File: src/rtl/i2c_len_seq_pkg.sv
package i2c_len_seq_pkg;

  typedef enum logic [2:0] {
    CMD_NONE      = 3'd0,
    CMD_START     = 3'd1,
    CMD_WRITE     = 3'd2,
    CMD_READ_ACK  = 3'd3,
    CMD_READ_NACK = 3'd4,
    CMD_STOP      = 3'd5
  } engCmd_t;

  typedef enum logic [2:0] {
    ST_IDLE,
    ST_ADDR,
    ST_WAIT_TX,
    ST_SEND,
    ST_RECV,
    ST_WAIT_RX,
    ST_STOP
  } seqState_t;

  typedef struct packed {
    logic load;
    logic dec;
    logic latchTx;
    logic latchRx;
    logic setBus;
    logic setErr;
    logic setLenErr;
    logic selAddr;
  } seqStb_t;

endpackage

File: src/rtl/i2c_len_seq_ctrl.sv
module i2c_len_seq_ctrl
  import i2c_len_seq_pkg::*;
(
  input  logic    clk,
  input  logic    rstN,
  input  logic    startReq,
  input  logic    isRead,
  input  logic    cntZero,
  input  logic    cntOne,
  input  logic    dataWr,
  input  logic    dataRd,
  input  logic    engDone,
  input  logic    engAck,
  output logic    cmdValid,
  output engCmd_t cmd,
  output logic    txNeed,
  output logic    rxReady,
  output logic    busy,
  output seqStb_t stb
);

  seqState_t state, nxt;

  always_ff @(posedge clk or negedge rstN) begin
    if (!rstN) state <= ST_IDLE;
    else       state <= nxt;
  end

  always_comb begin
    nxt      = state;
    stb      = '0;
    cmdValid = 1'b0;
    cmd      = CMD_NONE;
    txNeed   = 1'b0;
    rxReady  = 1'b0;
    unique case (state)
      ST_IDLE: begin
        if (startReq) begin
          stb.load = 1'b1;
          nxt      = ST_ADDR;
        end
      end
      ST_ADDR: begin
        cmdValid    = 1'b1;
        cmd         = CMD_START;
        stb.selAddr = 1'b1;
        if (engDone) begin
          if (!engAck) begin
            stb.setErr = 1'b1;
            nxt        = ST_STOP;
          end else begin
            stb.setBus = 1'b1;
            if (cntZero)     nxt = ST_STOP;
            else if (isRead) nxt = ST_RECV;
            else             nxt = ST_WAIT_TX;
          end
        end
      end
      ST_WAIT_TX: begin
        txNeed = 1'b1;
        if (dataWr) begin
          stb.latchTx = 1'b1;
          nxt         = ST_SEND;
        end
      end
      ST_SEND: begin
        cmdValid = 1'b1;
        cmd      = CMD_WRITE;
        if (engDone) begin
          stb.dec = 1'b1;
          if (cntOne) begin
            nxt = ST_STOP;
          end else if (!engAck) begin
            stb.setErr    = 1'b1;
            stb.setLenErr = 1'b1;
            nxt           = ST_STOP;
          end else begin
            nxt = ST_WAIT_TX;
          end
        end
      end
      ST_RECV: begin
        cmdValid = 1'b1;
        cmd      = cntOne ? CMD_READ_NACK : CMD_READ_ACK;
        if (engDone) begin
          stb.latchRx = 1'b1;
          stb.dec     = 1'b1;
          nxt         = ST_WAIT_RX;
        end
      end
      ST_WAIT_RX: begin
        rxReady = 1'b1;
        if (dataRd) nxt = cntZero ? ST_STOP : ST_RECV;
      end
      ST_STOP: begin
        cmdValid = 1'b1;
        cmd      = CMD_STOP;
        if (engDone) nxt = ST_IDLE;
      end
      default: nxt = ST_IDLE;
    endcase
  end

  assign busy = (state != ST_IDLE);

endmodule

File: src/rtl/i2c_len_seq_dp.sv
module i2c_len_seq_dp
  import i2c_len_seq_pkg::*;
#(
  parameter int ADDR_W = 7,
  parameter int LEN_W  = 8,
  parameter int DATA_W = 8
) (
  input  logic              clk,
  input  logic              rstN,
  input  seqStb_t           stb,
  input  logic [ADDR_W-1:0] addrSlave,
  input  logic              addrRead,
  input  logic [LEN_W-1:0]  addrLen,
  input  logic [DATA_W-1:0] dataWrByte,
  input  logic [DATA_W-1:0] engRxByte,
  input  logic              flagClr,
  input  logic [2:0]        flagClrMask,
  output logic              cntZero,
  output logic              cntOne,
  output logic              isRead,
  output logic [DATA_W-1:0] engTxByte,
  output logic [DATA_W-1:0] dataRdByte,
  output logic              flagBus,
  output logic              flagErr,
  output logic              flagLenErr
);

  localparam int ADDR_BYTE_W = ADDR_W + 1;

  logic [LEN_W-1:0]       cnt;
  logic [ADDR_BYTE_W-1:0] addrByte;
  logic [DATA_W-1:0]      txByte;
  logic [DATA_W-1:0]      rxByte;
  logic [2:0]             clrBits;

  assign clrBits = flagClr ? flagClrMask : 3'b000;

  always_ff @(posedge clk or negedge rstN) begin
    if (!rstN) begin
      cnt      <= '0;
      addrByte <= '0;
      isRead   <= 1'b0;
      txByte   <= '0;
      rxByte   <= '0;
    end else begin
      if (stb.load) begin
        cnt      <= addrLen;
        addrByte <= {addrSlave, addrRead};
        isRead   <= addrRead;
      end else if (stb.dec) begin
        cnt <= cnt - 1'b1;
      end
      if (stb.latchTx) txByte <= dataWrByte;
      if (stb.latchRx) rxByte <= engRxByte;
    end
  end

  always_ff @(posedge clk or negedge rstN) begin
    if (!rstN) begin
      flagBus    <= 1'b0;
      flagErr    <= 1'b0;
      flagLenErr <= 1'b0;
    end else begin
      flagBus    <= stb.setBus    | (flagBus    & ~clrBits[0]);
      flagErr    <= stb.setErr    | (flagErr    & ~clrBits[1]);
      flagLenErr <= stb.setLenErr | (flagLenErr & ~clrBits[2]);
    end
  end

  assign cntZero    = (cnt == '0);
  assign cntOne     = (cnt == LEN_W'(1));
  assign engTxByte  = stb.selAddr ? DATA_W'(addrByte) : txByte;
  assign dataRdByte = rxByte;

endmodule

File: src/rtl/i2c_len_seq.sv
module i2c_len_seq
  import i2c_len_seq_pkg::*;
#(
  parameter int ADDR_W = 7,
  parameter int LEN_W  = 8,
  parameter int DATA_W = 8
) (
  input  logic              clk,
  input  logic              rstN,
  input  logic              smartEn,
  input  logic              addrWr,
  input  logic [ADDR_W-1:0] addrSlave,
  input  logic              addrRead,
  input  logic [LEN_W-1:0]  addrLen,
  input  logic              addrLenEn,
  input  logic              dataWr,
  input  logic [DATA_W-1:0] dataWrByte,
  input  logic              dataRd,
  output logic [DATA_W-1:0] dataRdByte,
  input  logic              flagClr,
  input  logic [2:0]        flagClrMask,
  output logic              engCmdValid,
  output logic [2:0]        engCmd,
  output logic [DATA_W-1:0] engTxByte,
  input  logic              engDone,
  input  logic              engAck,
  input  logic [DATA_W-1:0] engRxByte,
  output logic              dmaRxReq,
  output logic              dmaTxReq,
  output logic              irqBusOwn,
  output logic              irqError,
  output logic              lenErr,
  output logic              busy
);

  seqStb_t stb;
  engCmd_t cmd;
  logic    cntZero, cntOne, isRead, txNeed, rxReady;

  i2c_len_seq_ctrl u_ctrl (
    .clk      (clk),
    .rstN     (rstN),
    .startReq (addrWr & addrLenEn),
    .isRead   (isRead),
    .cntZero  (cntZero),
    .cntOne   (cntOne),
    .dataWr   (dataWr),
    .dataRd   (dataRd),
    .engDone  (engDone),
    .engAck   (engAck),
    .cmdValid (engCmdValid),
    .cmd      (cmd),
    .txNeed   (txNeed),
    .rxReady  (rxReady),
    .busy     (busy),
    .stb      (stb)
  );

  i2c_len_seq_dp #(
    .ADDR_W (ADDR_W),
    .LEN_W  (LEN_W),
    .DATA_W (DATA_W)
  ) u_dp (
    .clk         (clk),
    .rstN        (rstN),
    .stb         (stb),
    .addrSlave   (addrSlave),
    .addrRead    (addrRead),
    .addrLen     (addrLen),
    .dataWrByte  (dataWrByte),
    .engRxByte   (engRxByte),
    .flagClr     (flagClr),
    .flagClrMask (flagClrMask),
    .cntZero     (cntZero),
    .cntOne      (cntOne),
    .isRead      (isRead),
    .engTxByte   (engTxByte),
    .dataRdByte  (dataRdByte),
    .flagBus     (irqBusOwn),
    .flagErr     (irqError),
    .flagLenErr  (lenErr)
  );

  assign engCmd   = cmd;
  assign dmaTxReq = smartEn & txNeed;
  assign dmaRxReq = smartEn & rxReady;

endmodule

File: config.mk
export PLATFORM = sky130hd
export DESIGN_NAME = i2c_len_seq
export DESIGN_NICKNAME = d
export VERILOG_FILES = /design/src/rtl/i2c_len_seq_pkg.sv /design/src/rtl/i2c_len_seq_ctrl.sv /design/src/rtl/i2c_len_seq_dp.sv /design/src/rtl/i2c_len_seq.sv
export SDC_FILE = /design/constraint.sdc
export NUM_CORES = 1
export LEC_CHECK = 0
export ABC_AREA = 1
export BUFFER_PORTS_ARGS = -buffer_cell sky130_fd_sc_hd__buf_2
export CAP_MARGIN = 20
export CORE_ASPECT_RATIO = 1.2
export CORE_MARGIN = 4
export CORE_UTILIZATION = 45
export DETAILED_ROUTE_END_ITERATION = 10
export PLACE_DENSITY = 0.78
export SYNTH_ARGS = -nofsm -noshare
export SYNTH_HDL_FRONTEND = slang
export SYNTH_SLANG_ARGS = --single-unit
File: constraint.sdc
create_clock -name clk -period 1.7 [get_ports clk]
set_input_delay 0.085 -clock clk [delete_from_list [all_inputs] [get_ports clk]]
set_output_delay 0.085 -clock clk [all_outputs]
set_load 0.1 [all_outputs]
### Word level (Yosys, flattened, before mapping)

Index checks and enable logic that the tools add are counted.

* output and inout port bits: 26
* register bits after elaboration: 39

* reductions and logical operators: 7
* add/sub/neg operators: 1
* multiplexer cells: 40
* bitwise logic cells: 12
* equality and inequality tests: 14

Operator list (count)
* 3-bit 2-to-1 mux: 14
* 8-bit 2-to-1 mux: 3
* 3-bit one-hot mux with 7 select lines: 1
* 1-bit 2-to-1 mux: 15
* 2-bit != test, second input constant: 6
* 3-bit one-hot mux with 4 select lines: 1
* 2-bit 2-to-1 mux: 5
* 3-bit equality test, second input constant: 3
* 8-bit by 1-bit equality test with 1-bit output, second input constant: 1
* 8-bit logical NOT: 1
* 8-bit by 1-bit subtractor with 8-bit output, second input constant: 1
* 7-bit AND reduction: 1
* 1-bit AND: 6
* 3-bit by 2-bit equality test with 1-bit output, second input constant: 2
* 4-bit OR reduction: 1
* 3-bit by 1-bit equality test with 1-bit output, second input constant: 1
* 3-bit logical NOT: 1
* 1-bit inverter: 3
* 1-bit bitwise OR: 3
* 3-bit nonzero test: 1
* 2-bit by 1-bit != test with 1-bit output, second input constant: 1
* 1-bit one-hot mux with 2 select lines: 1
* 2-bit nonzero test: 1
* 2-bit OR reduction: 1

### Depth between registers and ports, before layout

Gate-level depths: netlist (run 1).

* depth after elaboration: 5
* mapped depth: 10
* gate-level depth less buffers: 9

### By module

From an unflattened synthesis (run 1), not the netlist that was laid out.

* cell total of the unflattened synthesis: 282
* area total of the unflattened synthesis: 2207.1 µm²

Modules (own cells, without submodules)
* i2c_len_seq_dp: times used 1, cells an instance 196, sequential area each 875.8 µm², area each 1699.1 µm²
* i2c_len_seq_ctrl: times used 1, cells an instance 80, sequential area each 75.1 µm², area each 485.5 µm²
* i2c_len_seq: times used 1, cells an instance 6, sequential area each 0.0 µm², area each 22.5 µm²

### Worst setup path after synthesis (run 1)

No wires, ideal clock.

* path type: register to output
* from: register u_ctrl.state[2]
* to: output port dmaTxReq
* arrival time: 2.704 ns
* setup slack: -1.089 ns
* stages on the path, launching flop included: 5
* required time: 1.615 ns
* cells stage by stage: dfrtp_1 inv_2 buf_6 nand2_1 nor3_1

* word-level cells in the longest chain between the ends: 3

Ends and longest elaborated chain
* from (decl): RTL line i2c_len_seq_ctrl.sv:22 `seqState_t state, nxt;`
* from (signal assigned): RTL line i2c_len_seq_ctrl.sv:26 `else state <= nxt;`
* 3-bit by 2-bit equality test with 1-bit output: RTL line i2c_len_seq_ctrl.sv:36 `unique case (state)`
* 1-bit 2-to-1 mux: RTL line i2c_len_seq_ctrl.sv:36
* 1-bit AND: RTL line i2c_len_seq.sv:85 `assign dmaTxReq = smartEn & txNeed;`
* to (decl): RTL line i2c_len_seq.sv:29 `output logic dmaTxReq,`

No other way between the ends.

### Final worst setup path (run 1)

* from: register u_dp.cnt[2]
* to: output port engCmd[0]

* word-level cells in the longest chain between the ends: 3

Ends and longest elaborated chain
* from (decl): RTL line i2c_len_seq_dp.sv:30 `logic [LEN_W-1:0] cnt;`
* from (signal assigned): RTL line i2c_len_seq_dp.sv:47 `cnt <= addrLen;`
* from (signal assigned): RTL line i2c_len_seq_dp.sv:51 `cnt <= cnt - 1'b1;`
* 8-bit by 1-bit equality test with 1-bit output: RTL line i2c_len_seq_dp.sv:71 `assign cntOne = (cnt == LEN_W'(1));`
* 3-bit 2-to-1 mux: RTL line i2c_len_seq_ctrl.sv:84 `cmd = cntOne ? CMD_READ_NACK : CMD_READ_ACK;`
* 3-bit one-hot mux with 4 select lines: RTL line i2c_len_seq_ctrl.sv:36
* to (decl): RTL line i2c_len_seq.sv:23 `output logic [2:0] engCmd,`

No other way between the ends.

==> results of run 1 <==
registers in the layout (all words and copies together) (netlist names):
| signal | cells |
|---|---|
| u_dp.txByte | 8 |
| u_dp.flagBus | 1 |
| u_dp.dataRdByte | 8 |
| u_dp.addrByte | 8 |
| u_ctrl.state | 3 |
| u_dp.cnt | 8 |
| u_dp.flagLenErr | 1 |
| u_dp.flagErr | 1 |
final cells by class:
cell class                      count  area share (%)
Tap cell                           56            2.20
Sequential cell                    38            30.0
Multi-Input combinational cell    188            33.9
Clock buffer                        6            2.60
Clock inverter                      2            1.89
Inverter                           19            2.56
Timing Repair Buffer              103            26.9
routing by layer:
layer | vias up | track usage [%]
met5 | - | 0
met4 | 0 | 9.20
met3 | 18 | 5.81
met2 | 94 | 40.3
met1 | 978 | 20.8
li1 | 1016 | -
worst max path at each step:
stage          slack, ns  cells after the start            start         endpoint
6_report            0.02                      7      u_dp.cnt[2]        engCmd[0]
5_1_grt            -0.05                      7      u_dp.cnt[5]        engCmd[0]
4_1_cts            0.002                      7      u_dp.cnt[4]        engCmd[0]
3_5_place_dp        0.06                      9  u_ctrl.state[0]  u_ctrl.state[0]
3_3_place_gp        0.13                      6  u_ctrl.state[1]     engTxByte[2]
2_1_floorplan      -0.40                      3  u_ctrl.state[1]        engCmd[0]
stage by stage:
stage,TNS [ns],util (%),instance area [um2],hold WS (ns)
2_1_floorplan,-0.665,-,2120,-0.211
3_3_place_gp,0,63.7,2780,0.0659
3_5_place_dp,0,63.7,2780,0.0822
4_1_cts,0,69.8,3040,0.0000593
5_1_grt,-0.154,73.0,3180,0.000370
6_report,0,73.0,3180,0.00250
synth_stat cells (3+ instances only):
cell,instances,share of area (%)
nor3_1,3,0.72
nand3_1,12,2.9
buf_6,3,1.6
nand2_2,4,1.2
o21ai_1,5,1.2
nand2_1,100,18
nand3_2,4,1.9
dfrtp_1,38,46
nor2_1,20,3.6
mux2_2,8,4.3
mux2_1,8,4.3
o21ai_0,4,0.96
o211ai_1,4,1.4
buf_4,3,1.1
inv_2,6,1.1
inv_1,13,2.3
worst min-delay path: stages:
cell	delay, ns
buf_2	0.08
nand2_1	0.04
nand2_1	0.06
what timing repair did:
action | 4_1_cts | 5_1_grt
endpoints found under the hold margin | 44 | 0
hold buffers | 7 | 0
gates resized for setup | 8 | 13
pin swaps | 1 | 4
endpoints found under the setup margin | 13 | 11
buffers inserted | 3 | 12
gates cloned | 0 | 0
cells by family (layout without fill, tap and decap cells):
family	after synthesis	count (layout)	share of synthesized area (%)
and+or+nand+nor	152	152	32.4
buffers and inverters	27	130	6.62
AOI/OAI and AO/OA	18	18	5.42
muxes	16	16	8.66
DFF	38	38	45.7
adders and majority gates	2	2	1.20
==> impl_metrics.tcl, run 1 <==
set metrics [dict create \
    critical_path_arrival_ns 1.59 \
    dp_hpwl_um 4020 \
    crit_slowest_cell "dfrtp_1" \
    r2r_cells 8 \
    core_region_area_mm2 0.00436 \
    async_flop_share_pct 100 \
    drive_above_1_share_pct 41.9 \
    multiInputGateArea_mm2 0.00108 \
    clk_pin_slew_worst_paths_ns 0.08 \
    regArea_um2 953 \
    first_global_vias 2176 \
    tightest_slew_ns 0.501 \
    io_buffer_count 70 \
    firstDrtPassIters 4 \
    wl_met1_um 2110 \
    die_h_um 82.5 \
    path_class "reg -> out" \
    fill_cells 303 \
    skew_ns 0.00520 \
    antenna_found_initial 0 \
    via_per_inst 5.11 \
    cp_cell_sequence "nor2_2 -> nand2_4 -> nor2_4 -> inv_2 -> nand2_2 -> o211ai_1 -> clkbuf_16" \
    postSynthAreaPerCell_um2 8.22 \
    synth_edf_count 0 \
    clockBufferDepth 2 \
    track_usage_pct 20.8 \
    syn_area_mm2 0.00208 \
    drt_iter0_drc 123 \
    top_layer_used "met4" \
    slowest_delay_ns 0.43 \
    post-place-cells 382 \
    rr_startpoint "u_ctrl.state[1]" \
    ff2ff_setup_slack_ns 0.17 \
    hold_depth 3 \
    slew_viol_final 0 \
    fp-row-count 26 \
    met3WireLength_um 442 \
    fin_ws_ns 0.0218 \
    final_common_cell "nand2_1" \
    stdcell_count 412 \
    ys.flop_type "dfrtp_1" \
    worstPathMaxFanout 4 \
    insertion_delay_ns 0.29 \
    synth_seq_cells 38 \
    nNetsFinal 402 \
    totalWireLength_um 5980 \
    hold_viol 0 \
    yosysWarnings 0 \
    cts_max_level 2 \
    required_ns 1.62 \
    synth_seq_area_share_pct 45.7 \
    dp_slack_ns 0.0597 \
    grt_max_degree 39 \
    min_path_type "in -> reg" \
    cts_tree "yes" \
    finalCriticalPeriod_ns 1.68 \
    start_util_pct 47.7 \
    yosysUniqueCellTypes 30 \
    die_w_um 70.1 \
    grt-ovfl-total 0 \
    diodes 0 \
    setup_violations 0 \
    grt_pass1_wl_um 9490 \
    min-delay-start "addrSlave[4]" \
    crit_buf_inv 2 \
    avgRoutedWirePerCell_um 14.5 \
    startpoint_type "register" \
    io_pins 71 \
    syn2layout_area_growth_pct 53.0 \
    vias 2106 \
    status "finished, final reports clean" \
    fin_crit_sh_pct 98.7 \
    drc 0 \
    numCtsBuffers 5 \
    worst_r2r_endpoint "u_dp.cnt[4]" \
    rsz0062_at_grt "true" \
    hold_end "u_dp.addrByte[5]" \
    cp_top_family "simple AND/OR/NAND/NOR gates" \
    postRouteAntennaNets 0 \
    relSlewSlack_pct 66.8 \
    cts-root-buf "clkbuf_8" \
    worst_setup_path_end_kind "output port" \
    fmax_mhz 596 \
    syn_inst 253 \
    wl_met2_um 3290 \
    synth_nets 300 \
    cts.sinks 38 \
    gp_congestion 0.902 \
    drv_cap 0 \
    mostFrequentLayoutCells "nand2_1, buf_2, dfrtp_1" \
    dieArea_mm2 0.00578 \
]
Power of run 1 is left out: the tool's default activity adds up to more than one toggle a clock period on the data nets, which glitch-free logic cannot reach.
==> run 2: changes to the inputs <==
==> constraint.sdc (replaced) <==
create_clock -name clk -period 1.55 [get_ports clk]
set_input_delay 0.0775 -clock clk [delete_from_list [all_inputs] [get_ports clk]]
set_output_delay 0.0775 -clock clk [all_outputs]
set_load 0.1 [all_outputs]
==> impl_metrics.tcl, run 2 (same netlist as run 1, synthesis figures left out) <==
set metrics [dict create \
    status "finished with violations" \
    violations "negative setup slack" \
    cts-root-buf "clkbuf_8" \
    relSlewSlack_pct 65.8 \
    drv_cap 0 \
    rr_startpoint "u_ctrl.state[0]" \
    required_ns 1.47 \
    die_h_um 82.5 \
    track_usage_pct 24.3 \
    syn2layout_area_growth_pct 72.0 \
    mostFrequentLayoutCells "nand2_1, buf_2, dfrtp_1" \
    r2r_cells 10 \
    clockBufferDepth 2 \
    nNetsFinal 422 \
    gp_congestion 0.829 \
    path_class "reg -> out" \
    worst_r2r_endpoint "u_ctrl.state[1]" \
    clk_pin_slew_worst_paths_ns 0.08 \
    fill_cells 213 \
    cts_max_level 2 \
    dieArea_mm2 0.00578 \
    stdcell_count 431 \
    via_per_inst 5.80 \
    slew_viol_final 0 \
    place_area_mm2 0.00285 \
    postRouteAntennaNets 0 \
    firstDrtPassIters 5 \
    start_util_pct 47.7 \
    cts_tree "yes" \
    fin_area_mm2 0.00358 \
    first_global_vias 2392 \
    slowest_delay_ns 0.43 \
    grt_max_degree 39 \
    setup_violations 17 \
    worst_setup_path_end_kind "output port" \
    min-delay-start "engRxByte[7]" \
    skew_ns 0.0100 \
    core_region_area_mm2 0.00436 \
    grt_pass1_wl_um 11000 \
    fp-row-count 26 \
    fin_ws_ns -0.185 \
    hold_end "u_dp.dataRdByte[7]" \
    startpoint_type "register" \
    drt_iter0_drc 243 \
    postLayoutCoreUtil_pct 82.1 \
    io_pins 71 \
    io_buffer_count 70 \
    finalCriticalPeriod_ns 1.73 \
    crit_slowest_cell "dfrtp_1" \
    insertion_delay_ns 0.30 \
    drc 0 \
    fmax_mhz 576 \
    cts.sinks 38 \
    fin_crit_sh_pct 112 \
    worstPathMaxFanout 3 \
    vias 2501 \
    cp_cell_sequence "nor2_2 -> nand2_2 -> nor2_4 -> inv_2 -> nand2_2 -> o211ai_1 -> clkbuf_16" \
    tightest_slew_ns 0.517 \
    multiInputGateArea_mm2 0.00129 \
    min_path_type "in -> reg" \
    regArea_um2 953 \
    dp_hpwl_um 4160 \
    crit_top_cell "nand2_2" \
    critical_path_arrival_ns 1.66 \
    totalWireLength_um 8840 \
    ff2ff_setup_slack_ns -0.10 \
    final_common_cell "nand2_1" \
    rsz0062_at_grt "true" \
    numCtsBuffers 5 \
    avgRoutedWirePerCell_um 20.5 \
    hold_viol 0 \
    post-place-cells 385 \
    antenna_found_initial 0 \
    diodes 0 \
    die_w_um 70.1 \
    grt-ovfl-total 0 \
    drive_above_1_share_pct 53.1 \
    hold_depth 2 \
]
==> run 2: what timing repair did <==
action                                  in CTS  in global routing
hold buffers                                11                  0
gates resized for setup                     29                 53
pin swaps                                   11                 24
hold endpoints to repair                    48                  0
buffers inserted                            23                 11
endpoints found under the setup margin      24                 28
==> run 2: layout make-up <==
type	count	share of cell area (%)
inverters	19	2.27
well taps	56	1.96
repair buffers	123	30.0
clock buffers	6	2.31
clock inverters	1	0.839
flip-flops and latches	38	26.7
multi-input cells	188	36.0
==> run 2: metal layers <==
layer  vias to the layer above  global-route usage [%]  wire, um
met2                       195                    44.1      4740
met5                         -                       0         0
met3                        44                    5.57       737
li1                       1049                       -         -
met1                      1213                    26.8      2940
met4                         0                    12.3       429
==> run 2: worst max path at each step <==
stage                                from             end  cells past startpoint
after floorplan           u_ctrl.state[1]       engCmd[0]                      3
after global placement    u_ctrl.state[0]  u_dp.txByte[5]                      4
after detailed placement  u_ctrl.state[0]  u_dp.txByte[7]                      4
after CTS                     u_dp.cnt[5]       engCmd[0]                      7
after global routing          u_dp.cnt[7]       engCmd[0]                      7
final                         u_dp.cnt[7]       engCmd[0]                      7
==> run 2: through the flow <==
stage	setup WS (ns)	TNS [ns]	hold slack, ns
finish	-0.185	-1.76	0.00115
global route	-0.229	-2.53	0.00434
CTS	-0.107	-0.307	0.000109
detailed placement	0.00531	0	0.0718
global placement	0.0369	0	0.0576
floorplan	-0.546	-1.03	-0.218
==> run 2: critical path: cells and delay by family, from the launching register on <==
kind / cells / cell delay, ns
buffers and inverters: 2 / 0.31
AOI/OAI and AO/OA: 1 / 0.14
DFF: 1 / 0.43
and+or+nand+nor: 4 / 0.48
Power of run 2 is left out for the same reason.
==> run 3: changes to the inputs <==
--- a/config.mk
+++ b/config.mk
@@ -12,7 +12,8 @@
 export CORE_MARGIN = 4
 export CORE_UTILIZATION = 45
 export DETAILED_ROUTE_END_ITERATION = 10
-export PLACE_DENSITY = 0.78
+export PLACE_DENSITY = 0.77
 export SYNTH_ARGS = -nofsm -noshare
 export SYNTH_HDL_FRONTEND = slang
+export SYNTH_HIERARCHICAL = 1
 export SYNTH_SLANG_ARGS = --single-unit
==> impl_metrics.tcl, run 3 <==
set metrics [dict create \
    status "finished with violations" \
    track_usage_pct 23.2 \
    required_ns 1.47 \
    cts-root-buf "clkbuf_8" \
    worst_setup_path_end_kind "output port" \
    yosysUniqueCellTypes 26 \
    postSynthAreaPerCell_um2 7.83 \
    avgRoutedWirePerCell_um 18.0 \
    die_h_um 84.7 \
    ys.flop_type "dfrtp_1" \
    async_flop_share_pct 100 \
    fin_crit_sh_pct 113 \
    fp-row-count 27 \
    finalCriticalPeriod_ns 1.75 \
    grt_pass1_wl_um 11300 \
    clk_pin_slew_worst_paths_ns 0.08 \
    drive_above_1_share_pct 54.9 \
    numCtsBuffers 5 \
    totalWireLength_um 8490 \
    hold_viol 0 \
    via_per_inst 5.30 \
    fin_ws_ns -0.198 \
    firstDrtPassIters 4 \
    place_area_mm2 0.00310 \
    yosys-top-cells-area "dfrtp_1, nand2_1, nand3_1" \
    synth.most_common_cell "nand2_1" \
    cts.sinks 38 \
    syn_inst 282 \
    grt_max_degree 39 \
    dieArea_mm2 0.00609 \
    yosys-top-cells-count "nand2_1, dfrtp_1, inv_1, nand3_1" \
    violations "negative setup slack" \
    cts_max_level 2 \
    syn_area_mm2 0.00221 \
    drc 0 \
    mostFrequentLayoutCells "nand2_1, buf_2, dfrtp_1" \
    drt_iter0_drc 274 \
    grt-ovfl-total 0 \
    postRouteAntennaNets 0 \
    setup_violations 44 \
    core_region_area_mm2 0.00466 \
    tightest_slew_ns 0.500 \
    grtUsageMet1_pct 24.4 \
    slew_viol_final 0 \
    dp_hpwl_um 4630 \
    synth_edf_count 0 \
    syn2layout_area_growth_pct 80.8 \
    path_class "reg -> out" \
    relSlewSlack_pct 66.9 \
    gp_congestion 0.917 \
    synth_top_cell_area_share_pct 43.1 \
    busiest_layer "met2" \
    antenna_found_initial 0 \
    drv_cap 0 \
    min_path_type "in -> reg" \
    skew_ns 0.00545 \
    synth_seq_cells 38 \
    synth_seq_area_share_pct 43.1 \
    diodes 0 \
    insertion_delay_ns 0.29 \
    yosysWarnings 6 \
    startpoint_type "register" \
    met2_usage_pct 45.7 \
    grt_util_met3_pct 3.11 \
    clockBufferDepth 2 \
    io_buffer_count 70 \
    start_util_pct 47.3 \
    critical_path_arrival_ns 1.67 \
    yosysTopAreaCell "dfrtp_1" \
    final_common_cell "nand2_1" \
    synth_nets 331 \
    first_global_vias 2481 \
    rsz0062_at_grt "true" \
    vias 2508 \
    fmax_mhz 572 \
    nNetsFinal 463 \
    cts_tree "yes" \
    die_w_um 71.9 \
    io_pins 71 \
    fin_area_mm2 0.00399 \
    worstPathMaxFanout 5 \
]
[run 3: stage by stage]
stage                     setup TNS (ns)  cells  utilization [%]  worst slack [ns]  hold WS (ns)
after floorplan                    -2.11    282                -            -0.240        -0.218
after global placement                 0    425             66.4            0.0136         0.162
after detailed placement         -0.0640    425             66.4           -0.0258         0.156
after CTS                          -1.84    458             76.4            -0.182       0.00194
after global routing               -7.36    473             85.6            -0.261        0.0104
final                              -4.72    473             85.6            -0.198        0.0152
[run 3: cells by family (layout without fill, tap and decap cells)]
logic type	count (synthesis)	count (layout)	share of synthesized area, %
simple gates	153	153	31.7
buf+inv	45	178	9.81
flops	38	38	43.1
compound gates	34	34	9.01
mux	8	8	4.08
fa+ha+maj	4	4	2.27
[run 3: worst max-delay path, stage by stage, from the launching register on]
cell     delay [ns]
dfrtp_2        0.48
nor2_4         0.19
buf_4          0.17
nand3_4        0.11
a31oi_4        0.22
buf_12         0.20
[run 3: path summary, 6_finish.rpt]
path / startpoint / endpoint / slack (ns) / cells past startpoint
setup / recovery: u_ctrl/state[0] / engCmd[0] / -0.20 / 5
hold / removal: addrSlave[0] / u_dp/addrByte[1] / 0.02 / 3
setup reg to reg: u_ctrl/state[0] / u_dp/addrByte[6] / -0.16 / 9
hold reg to reg: u_dp/flagLenErr / u_dp/flagLenErr / 0.48 / 1
max in group asynchronous: rstN / u_ctrl/state[0] / 0.82 / 3
min in group asynchronous: rstN / u_dp/flagErr / 0.36 / 3
[run 3: what timing repair did]
action | CTS | global route
resized for setup | 26 | 83
hold buffers | 10 | 0
gates cloned | 1 | 2
setup endpoints to repair | 25 | 43
pin swaps | 5 | 16
setup buffers | 14 | 15
endpoints found under the hold margin | 47 | 0
[run 3: area by class of cell]
cell class / count / area [um2]
Multi-Input combinational cell: 199 / 1440
Timing Repair Buffer: 134 / 1230
Sequential cell: 38 / 956
Fill cell: 229 / 672
Inverter: 36 / 148
Clock buffer: 6 / 82.6
Tap cell: 58 / 72.6
Clock inverter: 2 / 60.1
[run 3: metal layers]
layer / share of wire (%) / wire (um) / vias to the layer above
li1: - / - / 1152
met1: 35 / 2960 / 1213
met2: 57 / 4840 / 104
met3: 4.6 / 390 / 39
met4: 3.6 / 307 / 0
met5: 0 / 0 / -
Power of run 3 is left out for the same reason.
